## src/rtl/zcq_pkg.sv

```systemverilog
package zcq_pkg;
    // Run tracker state
    typedef struct packed {
        logic [3:0] run;
        logic       qual;
    } zcq_run_t;

    // Run-length width shared by tracker and top
    localparam int unsigned RUN_W = 4;
endpackage

```

## src/rtl/zcq_phase_grader.sv

```systemverilog
module zcq_phase_grader #(
    parameter int unsigned PH_W = 6
) (
    input  logic [PH_W-1:0] zc_phase_i,
    input  logic [PH_W-1:0] exp_phase_i,
    input  logic [PH_W-1:0] tol_i,
    output logic            good_o
);
    logic [PH_W-1:0] diff;
    logic [PH_W-1:0] mag;

    always_comb begin
        diff = zc_phase_i - exp_phase_i;
        // shortest distance around the bit period
        if (diff[PH_W-1]) begin
            mag = (~diff) + 1'b1;
        end else begin
            mag = diff;
        end
        good_o = (mag <= tol_i);
    end
endmodule

```

## src/rtl/zcq_run_tracker.sv

```systemverilog
module zcq_run_tracker
    import zcq_pkg::*;
(
    input  logic             clk,
    input  logic             rst_n,
    input  logic             psave_i,
    input  logic             strobe_i,
    input  logic             good_i,
    input  logic [RUN_W-1:0] run_len_i,
    output logic             quality_o
);
    localparam logic [RUN_W-1:0] RUN_MAX = '1;

    zcq_run_t st_d, st_q;
    logic [RUN_W-1:0] run_inc;

    always_comb begin
        st_d    = st_q;
        run_inc = (st_q.run == RUN_MAX) ? st_q.run : st_q.run + 1'b1;
        if (psave_i) begin
            st_d.run  = '0;
            st_d.qual = 1'b0;
        end else if (strobe_i) begin
            if (good_i) begin
                st_d.run  = run_inc;
                st_d.qual = (run_inc >= run_len_i);
            end else begin
                st_d.run  = '0;
                st_d.qual = 1'b0;
            end
        end
    end

    always_ff @(posedge clk or negedge rst_n) begin
        if (!rst_n) begin
            st_q <= '0;
        end else begin
            st_q <= st_d;
        end
    end

    assign quality_o = st_q.qual;

    // a bad crossing pulls the output low at once
    assert_bad_drops_R3: assert property (@(posedge clk) disable iff (!rst_n)
        (strobe_i && !good_i) |=> !quality_o);

    // power saving forces the output low
    assert_psave_low_R6: assert property (@(posedge clk) disable iff (!rst_n)
        psave_i |=> !quality_o);

    // the output can only rise on a good crossing
    assert_rise_on_good_R4: assert property (@(posedge clk) disable iff (!rst_n)
        (!quality_o && !(strobe_i && good_i)) |=> !quality_o);

    // no strobe, no change
    assert_idle_hold_R5: assert property (@(posedge clk) disable iff (!rst_n)
        (!strobe_i && !psave_i) |=> ($stable(quality_o) && $stable(st_q.run)));
endmodule

```

## src/rtl/zcq_high_averager.sv

```systemverilog
module zcq_high_averager #(
    parameter int unsigned AVG_LOG2 = 4
) (
    input  logic              clk,
    input  logic              rst_n,
    input  logic              tick_i,
    input  logic              high_i,
    output logic [AVG_LOG2:0] count_o,
    output logic              valid_o
);
    localparam int unsigned CW = AVG_LOG2 + 1;
    localparam logic [AVG_LOG2-1:0] LAST_TICK = '1;
    localparam logic [CW-1:0] WIN = CW'(1) << AVG_LOG2;

    typedef struct packed {
        logic [AVG_LOG2-1:0] ticks;
        logic [CW-1:0]       acc;
        logic [CW-1:0]       count;
        logic                valid;
    } avg_st_t;

    avg_st_t st_d, st_q;

    always_comb begin
        st_d       = st_q;
        st_d.valid = 1'b0;
        if (tick_i) begin
            st_d.ticks = st_q.ticks + 1'b1;
            if (st_q.ticks == LAST_TICK) begin
                st_d.count = st_q.acc + CW'(high_i);
                st_d.acc   = '0;
                st_d.valid = 1'b1;
            end else begin
                st_d.acc = st_q.acc + CW'(high_i);
            end
        end
    end

    always_ff @(posedge clk or negedge rst_n) begin
        if (!rst_n) begin
            st_q <= '0;
        end else begin
            st_q <= st_d;
        end
    end

    assign count_o = st_q.count;
    assign valid_o = st_q.valid;

    // a window never holds more high ticks than its length
    assert_count_bound_R7: assert property (@(posedge clk) disable iff (!rst_n)
        valid_o |-> (count_o <= WIN));

    // window-done is a single-cycle pulse
    assert_valid_pulse_R8: assert property (@(posedge clk) disable iff (!rst_n)
        valid_o |=> !valid_o);

    // window-done only follows a sampled tick
    assert_valid_after_tick_R8: assert property (@(posedge clk) disable iff (!rst_n)
        !tick_i |=> !valid_o);
endmodule

```

## src/rtl/zc_quality_top.sv

```systemverilog
module zc_quality_top
    import zcq_pkg::*;
#(
    parameter int unsigned PH_W     = 6,
    parameter int unsigned AVG_LOG2 = 4,
    parameter bit          AVG_EN   = 1'b1
) (
    input  logic              clk,
    input  logic              rst_n,
    input  logic              rx_psave_i,
    input  logic              zc_strobe_i,
    input  logic [PH_W-1:0]   zc_phase_i,
    input  logic [PH_W-1:0]   exp_phase_i,
    input  logic [PH_W-1:0]   tol_i,
    input  logic [RUN_W-1:0]  run_len_i,
    input  logic              bit_tick_i,
    output logic              quality_o,
    output logic [AVG_LOG2:0] avg_count_o,
    output logic              avg_valid_o
);
    logic good;

    zcq_phase_grader #(.PH_W(PH_W)) grader_i (
        .zc_phase_i  (zc_phase_i),
        .exp_phase_i (exp_phase_i),
        .tol_i       (tol_i),
        .good_o      (good)
    );

    zcq_run_tracker tracker_i (
        .clk       (clk),
        .rst_n     (rst_n),
        .psave_i   (rx_psave_i),
        .strobe_i  (zc_strobe_i),
        .good_i    (good),
        .run_len_i (run_len_i),
        .quality_o (quality_o)
    );

    generate
        if (AVG_EN) begin : g_avg
            zcq_high_averager #(.AVG_LOG2(AVG_LOG2)) avg_i (
                .clk     (clk),
                .rst_n   (rst_n),
                .tick_i  (bit_tick_i),
                .high_i  (quality_o),
                .count_o (avg_count_o),
                .valid_o (avg_valid_o)
            );
        end else begin : g_no_avg
            assign avg_count_o = '0;
            assign avg_valid_o = 1'b0;
        end
    endgenerate
endmodule

```

## config.mk

```make
export PLATFORM = sky130hd
export DESIGN_NAME = zc_quality_top
export DESIGN_NICKNAME = d
export VERILOG_FILES = /design/src/rtl/zcq_pkg.sv /design/src/rtl/zcq_phase_grader.sv /design/src/rtl/zcq_run_tracker.sv /design/src/rtl/zcq_high_averager.sv /design/src/rtl/zc_quality_top.sv
export SDC_FILE = /design/constraint.sdc
export NUM_CORES = 1
export LEC_CHECK = 0
export ABC_AREA = 1
export BUFFER_PORTS_ARGS = -buffer_cell sky130_fd_sc_hd__buf_2
export CAP_MARGIN = 15
export CORE_MARGIN = 4
export CORE_UTILIZATION = 25
export CTS_CLUSTER_DIAMETER = 50
export CTS_CLUSTER_SIZE = 30
export DETAILED_ROUTE_END_ITERATION = 8
export PLACE_DENSITY_LB_ADDON = 0.2
export SYNTH_ARGS = -nofsm -noshare
export SYNTH_HDL_FRONTEND = slang
export SYNTH_SLANG_ARGS = --single-unit
```

## constraint.sdc

```tcl
create_clock -name clk -period 5.01 [get_ports clk]
set_input_delay 0.501 -clock clk [delete_from_list [all_inputs] [get_ports clk]]
set_output_delay 0.501 -clock clk [all_outputs]
set_load 0.005 [all_outputs]
```

==> results.sh <==
export IMPL_status="complete, no violations"
export IMPL_rsz0062_at_grt="false"
export IMPL_io_buffers=33
export IMPL_slew_headroom_pct=55.33
export IMPL_synth_area_leader_cell="dfrtp_1"
export IMPL_muxShareOfSynthArea_pct=0
export IMPL_cp_common_cell="nand2_1"
export IMPL_clock_sinks=20
export IMPL_critPathCaptureType="register"
export IMPL_htreeDepth=1
export IMPL_die_w_um=87.54
export IMPL_dp_cells=310
export IMPL_die_area_mm2=0.007662
export IMPL_ios=34
export IMPL_crit_required_ns=5.20
export IMPL_drc=0
export IMPL_fin_crit_ns=2.762
export IMPL_grt_max_degree=21
export IMPL_num_vias=1292
export IMPL_drt_wirelength_per_cell_um=9.404
export IMPL_antenna_found_initial=0
export IMPL_path_depth=20
export IMPL_setup_viol_count_final=0
export IMPL_finalNonFillerCells=314
export IMPL_crit_fanout=5
export IMPL_r2r_cells=13
export IMPL_fillCellCount=674
export IMPL_cts_buffer_depth=2
export IMPL_maxSlewViolCount=0
export IMPL_crit_path_cell_trace="buf_2 > inv_1 > ha_1 > fa_1 > ha_1 > inv_1 > nor2_1 > nand3_1 > nand3_1 > nand2_1 > nand2_1 > inv_1 > ha_1 > nand2_1 > nor2_1 > o21ai_0 > nand2_1 > o21ai_2 > nand3_1 > nand2_1"
export IMPL_timing_rr_start="tracker_i.st_q[1]$_DFFE_PN0P_"
export IMPL_r2r_end="tracker_i.quality_o$_DFFE_PN0P_"
export IMPL_path_clk_slew_ns=0.07
export IMPL_critPathMaxStageDelay_ns=0.53
export IMPL_viasPerCell=4.115
export IMPL_cap_violations=0
export IMPL_endpoint="tracker_i.quality_o$_DFFE_PN0P_"
export IMPL_final_common_cell="nand2_1"
export IMPL_synth_simple_area_share_pct=25.16
export IMPL_regArea_um2=500.5
export IMPL_crit_path_top_delay_cell="fa_1"
export IMPL_synth_compound_area_share_pct=7.753
export IMPL_cts_tree="done"
export IMPL_synth_xor_area_share_pct=6.646
export IMPL_post_cts_resize_count=0
export IMPL_fin_hold_ws_ns=0.1823
export IMPL_yosys_warnings=0
export IMPL_totalWireLength_um=2953
export IMPL_crit_type="in2reg"
export IMPL_yosysTopAreaCellShare_pct=31.65
export IMPL_skew_ns=0.006560
export IMPL_core_mm2=0.006026
export IMPL_ys_ff_latch=20
export IMPL_synth_avg_cell_area_um2=7.567
export IMPL_path_buf_inv=4
export IMPL_clockRootBuffer="clkbuf_8"
export IMPL_syn_nets=257
export IMPL_synth_top_family_by_area="simple AND/OR/NAND/NOR gates"
export IMPL_grt_overflow=0
export IMPL_fin_crit_sh_pct=55.13
export IMPL_initialDrtViolationCount=25
export IMPL_antenna_cells=0
export IMPL_area_growth_pct=16.69
export IMPL_drive_gt1_share_pct=18.83
export IMPL_start_util_pct=26.25
export IMPL_startpoint_type="primary input"
export IMPL_grt_usage_pct=8.388
export IMPL_synthAdderAreaFrac_pct=17.09
export IMPL_crit_start="zc_phase_i[0]"
export IMPL_holdBufCountCts=0
export IMPL_peakVddDrop_v=0.0001672
export IMPL_fin_nets=288
export IMPL_layout_common_cells="45 x nand2_1, 34 x inv_1, 33 x buf_2, 21 x nand3_1"
export IMPL_placement_rows=28
export IMPL_dieHeight_um=87.54
export IMPL_worstMarginPinSlew_ns=0.6675
export IMPL_post_cts_buffers=0
export IMPL_setup_tns_ns=0
export IMPL_hp_class="in2async"
export IMPL_grt_pass1_wl_um=5216
export IMPL_synth_area_leaders="dfrtp_1 32%, ha_1 16%, nand2_1 11%"
export IMPL_syn_inst=209
export IMPL_multi_input_area_um2=895.9
export IMPL_gp_congestion=0.7636
export IMPL_synth_seq_area_share_pct=31.65
export IMPL_leakagePower_nw=1.047
export IMPL_clk_latency_ns=0.25
export IMPL_syn_area_mm2=0.001582
export IMPL_grt_pass1_vias=1247
export IMPL_finalHoldViolations=0
export IMPL_max_freq_ghz=0.3620
export IMPL_path_delay_family="adder cells"
export IMPL_dpl_hpwl_um=2479
export IMPL_cts_buffers=3
export IMPL_synth_cell_types=23
export IMPL_dr_pass1_iters=2
export IMPL_arrival_ns=2.95
export IMPL_final_antenna_net_count=0
export IMPL_rrSetupSlack_ns=3.13
export IMPL_powerDensity_mw_per_mm2=334.0
## layer usage
layer,track usage (%),up-vias,wire length [um]
met4,2.929,0,31
met2,13.77,22,1298
met1,11.18,548,1480
li1,-,720,-
met3,1.317,2,141
met5,0,-,0
## power by group
part	switching, W	internal, W	leakage (nW)
Clock	0.0000499	0.0000698	0.0288
Sequential	0.0000377	0.000217	0.255
Combinational	0.000133	0.000109	0.763
## worst register-to-register path: cells and delay by family (launching register included)
| kind | cells | cell delay, ns |
|---|---|---|
| AOI/OAI and AO/OA | 1 | 0.15 |
| DFF | 1 | 0.41 |
| adders and majority gates | 2 | 0.48 |
| buffers and inverters | 2 | 0.13 |
| and+or+nand+nor | 8 | 0.58 |
## registers in the layout, summed over array words and instances, names as in the netlist
register and flops:
tracker_i.quality_o 1, g_avg.avg_i.count_o 5, g_avg.avg_i.st_q 9, tracker_i.st_q 4, g_avg.avg_i.valid_o 1
## through the flow
stage          power (W)  setup WS [ns]  cell area [um^2]  utilization [%]
6_report       0.0006163          2.248              1846            30.63
5_1_grt        0.0006881          1.957              1846            30.63
4_1_cts        0.0006311          2.252              1846            30.63
3_5_place_dp   0.0005054          1.991              1790            29.71
3_3_place_gp   0.0005026          2.028              1790            29.71
2_1_floorplan  0.0004563          2.270              1582                -
## worst min-delay path by stage
stage / from / endpoint / depth (start not counted)
final: rst_n / g_avg.avg_i.count_o[2]$_DFFE_PN0P_ / 1
after detailed placement: g_avg.avg_i.st_q[14]$_DFFE_PN0P_ / g_avg.avg_i.st_q[14]$_DFFE_PN0P_ / 1
after global placement: g_avg.avg_i.st_q[14]$_DFFE_PN0P_ / g_avg.avg_i.st_q[14]$_DFFE_PN0P_ / 1
after floorplan: rst_n / g_avg.avg_i.count_o[0]$_DFFE_PN0P_ / 0
after global routing: rst_n / g_avg.avg_i.count_o[2]$_DFFE_PN0P_ / 1
after CTS: rst_n / g_avg.avg_i.count_o[2]$_DFFE_PN0P_ / 1
## cells in the mapped netlist
master and instances:
buf_4 6, nand2_4 1, o21ai_1 2, nand3_2 2, inv_1 34, inv_2 2
o21ai_2 1, clkbuf_2 1, nand4_1 2, dfrtp_1 20, fa_1 1, ha_1 20
a21oi_1 12, nand3b_1 1, nand2_2 2, xor2_1 9, o21ai_0 6, nand2_1 45
xnor2_1 3, nor2_1 16, o22ai_1 1, nand3_1 21, o211ai_1 1
## cells by family (layout without fill, tap and decap cells)
logic type | Yosys count | in the layout
DFF | 20 | 20
adders and majority gates | 21 | 21
and+or+nand+nor | 90 | 90
xor gates and xnor gates | 12 | 12
AOI/OAI and AO/OA | 23 | 23
buffers and inverters | 43 | 73
## area by class of cell
| class | count | area share (%) |
|---|---|---|
| multi-input combinational | 146 | 48.54 |
| sequential | 20 | 27.12 |
| timing repair buffer | 33 | 8.949 |
| inverter | 36 | 7.322 |
| tap | 75 | 5.085 |
| clock buffer | 4 | 2.983 |
(Power assumes the default switching activity.)
